--- src/rtl/arb_pkg.sv ---
package arb_pkg;
  localparam int unsigned ARB_MAX_MASTERS = 7;

  typedef enum logic {
    PH_OWN = 1'b0,
    PH_GAP = 1'b1
  } arb_phase_e;
endpackage

--- src/rtl/arb_prio_pick.sv ---
module arb_prio_pick #(
  parameter int unsigned N = 6
) (
  input  logic [N-1:0] req,
  output logic [N-1:0] win_oh
);
  // Bit 0 wins when it requests or when nobody requests (default owner).
  assign win_oh[0] = req[0] | ~(|req);

  for (genvar i = 1; i < N; i++) begin : g_pick
    assign win_oh[i] = req[i] & ~(|req[i-1:0]);
  end
endmodule

--- src/rtl/arb_grant_fsm.sv ---
module arb_grant_fsm
  import arb_pkg::*;
#(
  parameter int unsigned N = 6,
  parameter logic [N-1:0] HANDOVER_MASK = '0
) (
  input  logic         clk,
  input  logic         rst,
  input  logic [N-1:0] win_oh,
  input  logic [N-1:0] lock,
  output logic [N-1:0] gnt,
  output logic         handover
);
  localparam logic [N-1:0] DFLT_OH  = N'(1);
  localparam logic [N-1:0] GAP_MASK = {HANDOVER_MASK[N-1:1], 1'b0};

  arb_phase_e   phase_q, phase_d;
  logic [N-1:0] gnt_q, gnt_d;
  logic         owner_locked;
  logic         win_is_new;
  logic         win_needs_gap;

  assign owner_locked  = |(lock & gnt_q);
  assign win_is_new    = ~(|(win_oh & gnt_q));
  assign win_needs_gap = win_is_new & (|(win_oh & GAP_MASK));

  always_comb begin
    phase_d = PH_OWN;
    gnt_d   = gnt_q;
    if (phase_q == PH_GAP) begin
      gnt_d = win_oh;
    end else if (!owner_locked) begin
      if (win_needs_gap) begin
        gnt_d   = DFLT_OH;
        phase_d = PH_GAP;
      end else begin
        gnt_d = win_oh;
      end
    end
  end

  always_ff @(posedge clk) begin
    if (rst) begin
      gnt_q   <= DFLT_OH;
      phase_q <= PH_OWN;
    end else begin
      gnt_q   <= gnt_d;
      phase_q <= phase_d;
    end
  end

  assign gnt      = gnt_q;
  assign handover = (phase_q == PH_GAP);
endmodule

--- src/rtl/bus_arbiter.sv ---
module bus_arbiter #(
  parameter int unsigned NUM_MASTERS = 6,
  parameter logic [NUM_MASTERS-1:0] HANDOVER_MASK = 6'b010100
) (
  input  logic                   clk,
  input  logic                   rst,
  input  logic [NUM_MASTERS-1:0] req,
  input  logic [NUM_MASTERS-1:0] lock,
  output logic [NUM_MASTERS-1:0] gnt,
  output logic                   handover
);
  logic [NUM_MASTERS-1:0] win_oh;

  arb_prio_pick #(.N(NUM_MASTERS)) u_pick (
    .req    (req),
    .win_oh (win_oh)
  );

  arb_grant_fsm #(
    .N             (NUM_MASTERS),
    .HANDOVER_MASK (HANDOVER_MASK)
  ) u_fsm (
    .clk      (clk),
    .rst      (rst),
    .win_oh   (win_oh),
    .lock     (lock),
    .gnt      (gnt),
    .handover (handover)
  );
endmodule

--- config.mk ---
export PLATFORM = sky130hd
export DESIGN_NAME = bus_arbiter
export DESIGN_NICKNAME = d
export VERILOG_FILES = /design/src/rtl/arb_pkg.sv /design/src/rtl/arb_prio_pick.sv /design/src/rtl/arb_grant_fsm.sv /design/src/rtl/bus_arbiter.sv
export SDC_FILE = /design/constraint.sdc
export NUM_CORES = 1
export LEC_CHECK = 0
export BUFFER_PORTS_ARGS = -buffer_cell sky130_fd_sc_hd__clkbuf_2
export CORE_AREA = 4 4 41 43
export DETAILED_ROUTE_END_ITERATION = 8
export DIE_AREA = 0 0 45 47
export GPL_TIMING_DRIVEN = 0
export PLACE_DENSITY_LB_ADDON = 0.1
export SKIP_LAST_GASP = 1
export SYNTH_ARGS = -nofsm -noshare
export SYNTH_HDL_FRONTEND = slang
export SYNTH_SLANG_ARGS = --single-unit
export TNS_END_PERCENT = 5
--- constraint.sdc ---
create_clock -name clk -period 1.9 [get_ports clk]
set_clock_uncertainty 0.15 [all_clocks]
set_input_delay 0.095 -clock clk [delete_from_list [all_inputs] [get_ports clk]]
set_output_delay 0.095 -clock clk [all_outputs]
set_load 0.1 [all_outputs]
==> results of run 1 <==
-- per-layer routing --
metal / track usage (%) / wire length [µm]
met5: 0 / 0
met4: 5.263 / 6
met3: 4.215 / 128
met2: 17.51 / 516
met1: 16.44 / 547
-- worst min path at each step --
stage,startpoint,end,cells after the start
2_1_floorplan,req[5],u_fsm.gnt[5],2
3_5_place_dp,rst,u_fsm.gnt[3],2
5_1_grt,req[2],u_fsm.gnt[2],3
4_1_cts,lock[4],u_fsm.handover,4
6_report,lock[4],u_fsm.handover,4
3_3_place_gp,rst,u_fsm.gnt[3],2
-- state kept, by name (all words and copies together) (netlist names) --
name and flops:
u_fsm.gnt 6, u_fsm.handover 1
-- layout make-up --
type	instances	area (µm²)	share of cell area [%]
well taps	15	18.77	3.158
plain buffers	2	12.51	2.105
multi-input cells	37	262.8	44.21
flip-flops and latches	7	147.6	24.84
inverters	3	11.26	1.895
repair buffers	21	115.1	19.37
clock buffers	4	26.28	4.421
-- placed cells by master (no fill, tap or decap) --
master,netlist,final
a22oi_1,3,3
dfxtp_1,7,1
a21oi_1,4,4
a31oi_1,1,1
mux2i_1,2,2
clkbuf_1,0,1
nor2b_1,2,2
o21bai_2,1,1
clkbuf_2,0,19
dlygate4sd3_1,0,2
nor4_2,1,1
a31o_2,1,1
o21ai_0,2,2
nand3_1,1,1
nand4b_1,3,3
a221oi_2,1,1
nor4b_1,1,1
inv_1,3,3
o32ai_1,2,2
clkbuf_4,0,3
nand2_1,1,1
buf_4,1,1
buf_2,1,1
nor3_1,2,2
or3_1,1,1
nor2_1,4,4
nand3b_1,2,2
or4_1,1,1
dfxtp_2,0,6
a2bb2oi_1,1,1
-- through the flow --
stage / cells / util (%) / power [mW]
floorplan: 49 / - / 0.2302
global placement: 83 / 42.12 / 0.2625
detailed placement: 83 / 42.12 / 0.2622
CTS: 89 / 45.67 / 0.4061
global route: 89 / 45.67 / 0.4238
finish: 89 / 45.67 / 0.4024
-- report_power, final --
part           total [mW]  leakage (nW)  internal [mW]  switching [mW]
combinational       0.106         0.162         0.0365          0.0696
clock               0.139        0.0150         0.0804          0.0585
sequential          0.157        0.0589          0.152         0.00510
total               0.402         0.236          0.269           0.133
-- worst max-delay path: stages --
cell and delay (ps):
dlygate4sd3_1 530, clkbuf_2 130, or4_1 540, o21bai_2 170
a221oi_2 110, o32ai_1 120
-- cells by family (layout without fill, tap and decap cells) --
group,after synthesis,after routing,synth area share [%]
buffers and inverters,5,30,5.571
and+or+nand+nor,19,19,28.74
muxes,2,2,4.692
AOI/OAI and AO/OA,16,16,28.15
DFF,7,7,32.84
-- what timing repair did --
action,in CTS,in global routing
hold buffers,2,0
hold endpoints to repair,6,0
setup buffers,0,0
==> summary.txt, run 1 <==
Synth
  • Yosys warns: 0
  • Sequential fraction of the synthesis area: 32.84%
  • Synth area leaders: dfxtp_1, nand4b_1, a22oi_1
  • Synth cell types: 25
  • Top-count cell post-synth: dfxtp_1
  • Post-synthesis async set-or-reset flop share: 0%
  • Post-synth top flop: dfxtp_1
  • Net Count, Synth: 63
  • Seq cells post-synth: 7
  • Mapped Cells: 49
  • Avg Inst Size Synth: 8.707 µm²
  • Synth Cell Area: 426.7 µm²
  • Area leader, netlist: dfxtp_1
  • Post-synth EDFFs: 0
  • Commonest cells post-synth: dfxtp_1, a21oi_1, nor2_1
  • Top cell type's share of synthesized area: 32.84%

Setup path
  • Worst Setup Path Type: in -> reg
  • Crit path from: req[5]
  • Reg2reg start: u_fsm.gnt[0]
  • R2r worst-path depth: 5
  • Data arrival time of the worst path: 1690 ps
  • CP Capture Type: flop
  • Crit Path Max Fanout: 3
  • Setup crit end: u_fsm.gnt[4]
  • Worst endpoint required time: 1900 ps
  • Worst R2R End: u_fsm.gnt[5]
  • Setup crit start kind: input pin
  • Reg2reg setup slack: 330 ps

Place
  • Placer Congestion: 0.7805
  • Pre-CTS WS: 368.3 ps
  • IO Port Bufs: 19
  • Cell Area, Placed: 548.0 µm²

STA
  • Fin. max-slew vios: 0
  • WHS: approximately 38 ps
  • Final WS setup: 208.8 ps
  • Final Cycle Share: about 89%
  • Tmin final: about 1700 ps
  • RSZ-0062 raised after global routing: no
  • Final hold violations: 0
  • Max-slew headroom: around 64%
  • Setup_tns: 0 ps
  • # setup viols final: 0
  • Slew @ Worst Pin: about 540 ps
  • Highest Clock Rate: 591.3 MHz

Clocking
  • Worst-Skew Late Latency: 250 ps
  • CTS Sinks: 7
  • Clk root buf: clkbuf_4
  • Post-CTS resize count: 0
  • H-tree depth: 1
  • Cts bufs inserted: 3
  • Clock Tree Buf Depth: 2
  • Clk slew on worst S/H paths: 60 ps
  • CTS tree: done

Status
  • Status: complete, no violations

Final layout
  • Layout overhead on the synthesized area: 39.30%
  • Final #Nets: 89
  • Post-route cell area: around 600 µm²
  • Fraction of layout cells with a size suffix above 1: 45.95%
  • Fill count: 145
  • Diode count: 0

Drt
  • Via density: 5.584
  • Via count: 497
  • Final WL: 1199 µm
  • Avg WL per Cell: 13.47 µm
  • ANT nets after route: 0
  • TritonRoute pass-1 iters: 4
  • Residual DRC count: 0
  • DRT iter0 DRCs: 12

Floorplanning
  • Overall die width: 45 µm
  • Starting density of the core: 32.79%
  • I/O pin count: 21
  • Rows: 13
  • Core Area: 1301 µm²
  • Die area: 2115 µm²
  • Die Y: 47 µm

Global routing
  • GRT Total Usage: 12.18%
  • Largest net degree at the start of global routing: 11
  • Total global routing overflow: 0
  • Vias in the first global route: 418
  • First-pass GRT wire length: 1828 µm
  • Initial antenna violation count: 0

Pwr
  • Worst IR drop on VDD: 296.2 µV
  • Power per cell area: roughly 680 nW/µm²
  • Pleak: about 0.24 nW

Job
  • Max Cap Viol: 0

Worst hold path
  • Tightest Hold Check Type: in -> reg
Note: power is estimated with default switching activity, not from simulation.
==> inputs of run 2 (changes only) <==
Settings changed: PLACE_DENSITY set to 0.62, PLACE_DENSITY_LB_ADDON 0.1 to unset.
==> run 2 against run 1 <==
Net effect: flip-flop and latch count unchanged; combinational power about the same; critical path depth unchanged; final cell count unchanged; core utilization unchanged; non-clock buffer count unchanged; clock power increased by 3%; die area unchanged; setup slack got worse by 3.5 ps; critical path type unchanged; highest routed layer unchanged.
==> summary.txt, run 2 (same netlist as run 1, synthesis figures left out) <==
Drt
  • Via density: 5.573 (was 5.584)
  • TritonRoute pass-1 iters: 4 (unchanged)
  • ANT nets after route: 0 (unchanged)
  • Via count: 496 (was 497)
  • Final WL: 1209 µm (was 1199 µm)
  • Residual DRC count: 0 (unchanged)
  • DRT iter0 DRCs: 7 (was 12)
  • Avg WL per Cell: 13.58 µm (was 13.47 µm)

STA
  • Tmin final: 1695 ps (was 1691 ps)
  • Setup_tns: 0 ps (unchanged)
  • Max-slew headroom: 64.06% (was 64.02%)
  • Slew @ Worst Pin: 541.4 ps (was 542.0 ps)
  • Highest Clock Rate: 590.1 MHz (was 591.3 MHz)
  • Final hold violations: 0 (unchanged)
  • # setup viols final: 0 (unchanged)
  • Final Cycle Share: 89.19% (was 89.01%)
  • Fin. max-slew vios: 0 (unchanged)
  • RSZ-0062 raised after global routing: no (unchanged)
  • Final WS setup: 205.3 ps (was 208.8 ps)

Setup path
  • Worst Setup Path Type: in -> reg (unchanged)
  • Reg2reg start: u_fsm.gnt[1] (was u_fsm.gnt[0])
  • Data arrival time of the worst path: 1710 ps (was 1690 ps)
  • Worst endpoint required time: 1910 ps (was 1900 ps)
  • Setup crit start kind: input pin (unchanged)
  • Crit path from: req[5] (unchanged)
  • CP Capture Type: flop (unchanged)
  • Crit Path Max Fanout: 3 (unchanged)

Final layout
  • Diode count: 0 (unchanged)
  • Commonest non-fill, non-tap cells in the layout: clkbuf_2, dfxtp_2, nor2_1, a21oi_1 (unchanged)
  • Final #Nets: 89 (unchanged)
  • Layout overhead on the synthesized area: 39.30% (unchanged)
  • Max reg flops: 6 (unchanged)
  • Fraction of layout cells with a size suffix above 1: 45.95% (unchanged)
  • Commonest non-fill, non-tap cell in the layout: clkbuf_2 (unchanged)

Global routing
  • First-pass GRT wire length: 1994 µm (was 1828 µm)
  • Initial antenna violation count: 0 (unchanged)
  • Largest net degree at the start of global routing: 11 (unchanged)
  • Vias in the first global route: 441 (was 418)
  • GRT Total Usage: 13.13% (was 12.18%)
  • Total global routing overflow: 0 (unchanged)

Place
  • DP HPWL: 923.2 µm
  • IO Port Bufs: 19 (unchanged)
  • Pre-CTS WS: 427.4 ps (was 368.3 ps)
  • Placer Congestion: 0.8254 (was 0.7805)

Clocking
  • Worst-Skew Late Latency: 260 ps (was 250 ps)
  • Clock Tree Buf Depth: 2 (unchanged)
  • Clk slew on worst S/H paths: 60 ps (about the same)
  • CTS tree: done (unchanged)
  • Clk root buf: clkbuf_4 (unchanged)
  • Cts bufs inserted: 3 (unchanged)
  • CTS Sinks: 7 (unchanged)
  • H-tree depth: 1 (unchanged)

Floorplanning
  • Overall die width: 45 µm (unchanged)
  • I/O pin count: 21 (unchanged)
  • Die Y: 47 µm (unchanged)
  • Die area: 2115 µm² (unchanged)
  • Starting density of the core: 32.79% (unchanged)
  • Core Area: 1301 µm² (unchanged)
  • Rows: 13 (unchanged)

Pwr
  • Comb power frac: 25.9% (was 26.4%)
  • Clock share of power: 35.3% (was 34.5%)
  • Sw Ratio: 33.59% (was 33.11%)
  • Worst IR drop on VDD: 305.2 µV (was 296.2 µV)
  • P_sw: 0.1362 mW (was 0.1332 mW)
  • Power Total: 0.4056 mW (was 0.4024 mW)
  • Seq pwr share: 38.8% (was 39.1%)
  • Pint: 0.2694 mW (was 0.2692 mW)
  • Power per cell area: 682.5 nW/µm² (was 677.1 nW/µm²)
  • Pleak: 0.2361 nW (unchanged)

Job
  • Max Cap Viol: 0 (unchanged)

Status
  • Status: complete, no violations (unchanged)

Worst hold path
  • Min-delay src: lock[4] (unchanged)
  • Tightest Hold Check Type: in -> reg (unchanged)
==> run 2: cell counts in the layout (fill, tap and decap cells not counted) <==
No cell type changed its count.
==> run 2: per-stage QoR <==
| step | instance area [µm²] | instances | util (%) | hold slack, ps |
|---|---|---|---|---|
| 6_report | 594.3 | 89 | 45.67 | 40.81 |
| 5_1_grt | 594.3 | 89 | 45.67 | 52.43 |
| 4_1_cts | 594.3 | 89 | 45.67 | 39.10 |
| 3_5_place_dp | 548.0 | 83 | 42.12 | 187.0 |
| 3_3_place_gp | 548.0 | 83 | 42.12 | 187.1 |
| 2_1_floorplan | 434.2 | 49 | - | 104.5 |
==> run 2: final cells by class <==
cell class | instances | area [µm²]
plain buffers | 2 | 12.51
clock buffers | 4 | 26.28
fillers | 145 | 706.9
inverters | 3 | 11.26
multi-input cells | 37 | 262.8
flip-flops and latches | 7 | 147.6
well taps | 15 | 18.77
repair buffers | 21 | 115.1
==> run 2: worst paths after layout <==
kind | to | slack, ps | depth (start not counted)
hold / removal | u_fsm.handover | 40 | 4
setup reg to reg | u_fsm.gnt[3] | 430 | 5
setup / recovery | u_fsm.gnt[2] | 210 | 6
hold reg to reg | u_fsm.gnt[4] | 350 | 2
==> run 2: worst max-delay path, stage by stage <==
cell           delay [ps]
dlygate4sd3_1         540
clkbuf_2              130
or4_1                 540
o21bai_2              170
a221oi_2              100
o32ai_1               120
==> run 2: per-layer routing <==
metal  share of wire, %  vias to the layer above  global-route usage [%]
met3                8.7                        2                   5.747
met4               0.33                        0                   3.509
met2                 48                       21                   21.75
li1                   -                      240                       -
met5                  0                        -                       0
met1                 42                      233                   15.53
==> run 2: power by group through the flow <==
stage               registers, mW  logic (mW)  clock network [mW]
floorplan                   0.191      0.0389                   0
global placement            0.161       0.100                   0
detailed placement          0.161       0.102                   0
CTS                         0.158       0.105               0.148
global route                0.158       0.113               0.157
finish                      0.157       0.105               0.143
==> run 2: timing repair <==
item	CTS	global route
gates resized for setup	0	0
hold endpoints to repair	6	0
buffers inserted	0	0
hold buffers	2	0
==> inputs of run 3 (changes only) <==
Settings changed: GPL_TIMING_DRIVEN 0 to 1.
==> run 3 against run 2 <==
Net effect: first-iteration DRC count is 110% higher; total power is 0.46% lower; design area is 1.3% lower; critical path type unchanged; largest power group unchanged.
==> summary.txt, run 3 (same netlist as run 1, synthesis figures left out) <==
Final layout
  • Commonest non-fill, non-tap cell in the layout: clkbuf_2 (unchanged)
  • Fraction of layout cells with a size suffix above 1: 45.21% (was 45.95%)
  • Layout overhead on the synthesized area: 37.54% (was 39.30%)
  • Fill count: 150 (was 145)
  • Diode count: 0 (unchanged)
  • Commonest non-fill, non-tap cells in the layout: clkbuf_2, dfxtp_2, nor2_1, a21oi_1 (unchanged)
  • Final #Nets: 88 (was 89)
  • Max reg flops: 6 (unchanged)

Drt
  • Via density: 5.261 (was 5.573)
  • Residual DRC count: 0 (unchanged)
  • TritonRoute pass-1 iters: 4 (unchanged)
  • DRT iter0 DRCs: 15 (was 7)
  • Via count: 463 (was 496)
  • ANT nets after route: 0 (unchanged)
  • Final WL: 1162 µm (was 1209 µm)
  • Avg WL per Cell: 13.20 µm (was 13.58 µm)

Place
  • IO Port Bufs: 20 (was 19)
  • Placer Congestion: 0.8146 (was 0.8254)
  • DP HPWL: 904.5 µm (was 923.2 µm)

Floorplanning
  • I/O pin count: 21 (unchanged)
  • Rows: 13 (unchanged)
  • Die Y: 47 µm (unchanged)
  • Overall die width: 45 µm (unchanged)
  • Die area: 2115 µm² (unchanged)
  • Starting density of the core: 32.79% (unchanged)
  • Core Area: 1301 µm² (unchanged)

Global routing
  • GRT Total Usage: 13.30% (was 13.13%)
  • First-pass GRT wire length: 1952 µm (was 1994 µm)
  • Total global routing overflow: 0 (unchanged)
  • Initial antenna violation count: 0 (unchanged)
  • Largest net degree at the start of global routing: 11 (unchanged)
  • Vias in the first global route: 436 (was 441)

STA
  • Final hold violations: 0 (unchanged)
  • Tmin final: 1681 ps (was 1695 ps)
  • Highest Clock Rate: 595.0 MHz (was 590.1 MHz)
  • WHS: 26.61 ps (was 40.81 ps)
  • Slew @ Worst Pin: 541.6 ps (was 541.4 ps)
  • Setup_tns: 0 ps (unchanged)
  • RSZ-0062 raised after global routing: no (unchanged)
  • Max-slew headroom: 64.05% (was 64.06%)
  • Fin. max-slew vios: 0 (unchanged)
  • Final Cycle Share: 88.45% (was 89.19%)
  • # setup viols final: 0 (unchanged)

Worst hold path
  • Tightest Hold Check Type: in -> reg (unchanged)

Setup path
  • CP Capture Type: flop (unchanged)
  • Data arrival time of the worst path: 1690 ps (was 1710 ps)
  • Setup crit start kind: input pin (unchanged)
  • Worst Setup Path Type: in -> reg (unchanged)
  • Crit Path Max Fanout: 3 (unchanged)
  • Worst endpoint required time: 1910 ps (about the same)

Job
  • Max Cap Viol: 0 (unchanged)

Pwr
  • Pleak: 0.2317 nW (was 0.2361 nW)
  • Worst IR drop on VDD: 280.1 µV (was 305.2 µV)
  • Power Total: 0.4037 mW (was 0.4056 mW)
  • Power per cell area: 688.0 nW/µm² (was 682.5 nW/µm²)

Clocking
  • Cts bufs inserted: 3 (unchanged)
  • Worst-Skew Late Latency: 260 ps (about the same)
  • CTS tree: done (unchanged)
  • Postcts setup bufs: 0 (unchanged)
  • Hold buffers post-CTS: 2 (unchanged)
  • Post-CTS resize count: 0 (unchanged)
  • H-tree depth: 1 (unchanged)
  • CTS Sinks: 7 (unchanged)
  • Clock Tree Buf Depth: 2 (unchanged)
  • Clk slew on worst S/H paths: 60 ps (about the same)
  • Clk root buf: clkbuf_4 (unchanged)

Status
  • Status: complete, no violations (unchanged)
[run 3: changes by cell type in the layout (fill, tap and decap cells not counted)]
cell,before,now
buf_2,1,0
buf_4,1,0
clkbuf_2,19,20
[run 3: worst max-delay path, cell delays in order]
cell	delay, ps
dlygate4sd3_1	540
clkbuf_2	120
or4_1	540
o21bai_2	180
a221oi_2	100
o32ai_1	120
[run 3: per-stage QoR]
step	cell area (µm²)	utilization (%)	setup slack (ps)	std cells
global placement	540.5	41.54	476.5	82
CTS	586.8	45.10	223.8	88
finish	586.8	45.10	219.4	88
global route	586.8	45.10	155.4	88
floorplan	434.2	-	56.57	49
detailed placement	540.5	41.54	475.4	82
[run 3: cell type report]
cell class | instances | area (µm²) | share of cell area, %
Clock buffer | 4 | 26.28 | 4.478
Inverter | 3 | 11.26 | 1.919
Multi-Input combinational cell | 37 | 262.8 | 44.78
Sequential cell | 7 | 147.6 | 25.16
Tap cell | 15 | 18.77 | 3.198
Timing Repair Buffer | 22 | 120.1 | 20.47
[run 3: routing by layer]
| metal | track usage [%] | wire length [µm] |
|---|---|---|
| met5 | 0 | 0 |
| met1 | 15.79 | 493 |
| met2 | 20.90 | 555 |
| met3 | 6.130 | 113 |
| met4 | 5.263 | 0 |
[run 3: final timing paths]
kind | startpoint | endpoint | slack [ps] | cells after the start
min | req[4] | u_fsm.gnt[4] | 30 | 3
max | req[5] | u_fsm.gnt[2] | 220 | 6
max reg2reg | u_fsm.gnt[1] | u_fsm.gnt[3] | 490 | 4
min reg2reg | u_fsm.gnt[4] | u_fsm.gnt[4] | 350 | 2
[run 3: power by group]
group / total (mW) / internal, mW / switching [mW]
logic: 0.101 / 0.0345 / 0.0667
registers: 0.158 / 0.152 / 0.00539
clock network: 0.145 / 0.0808 / 0.0642
total: 0.404 / 0.267 / 0.136
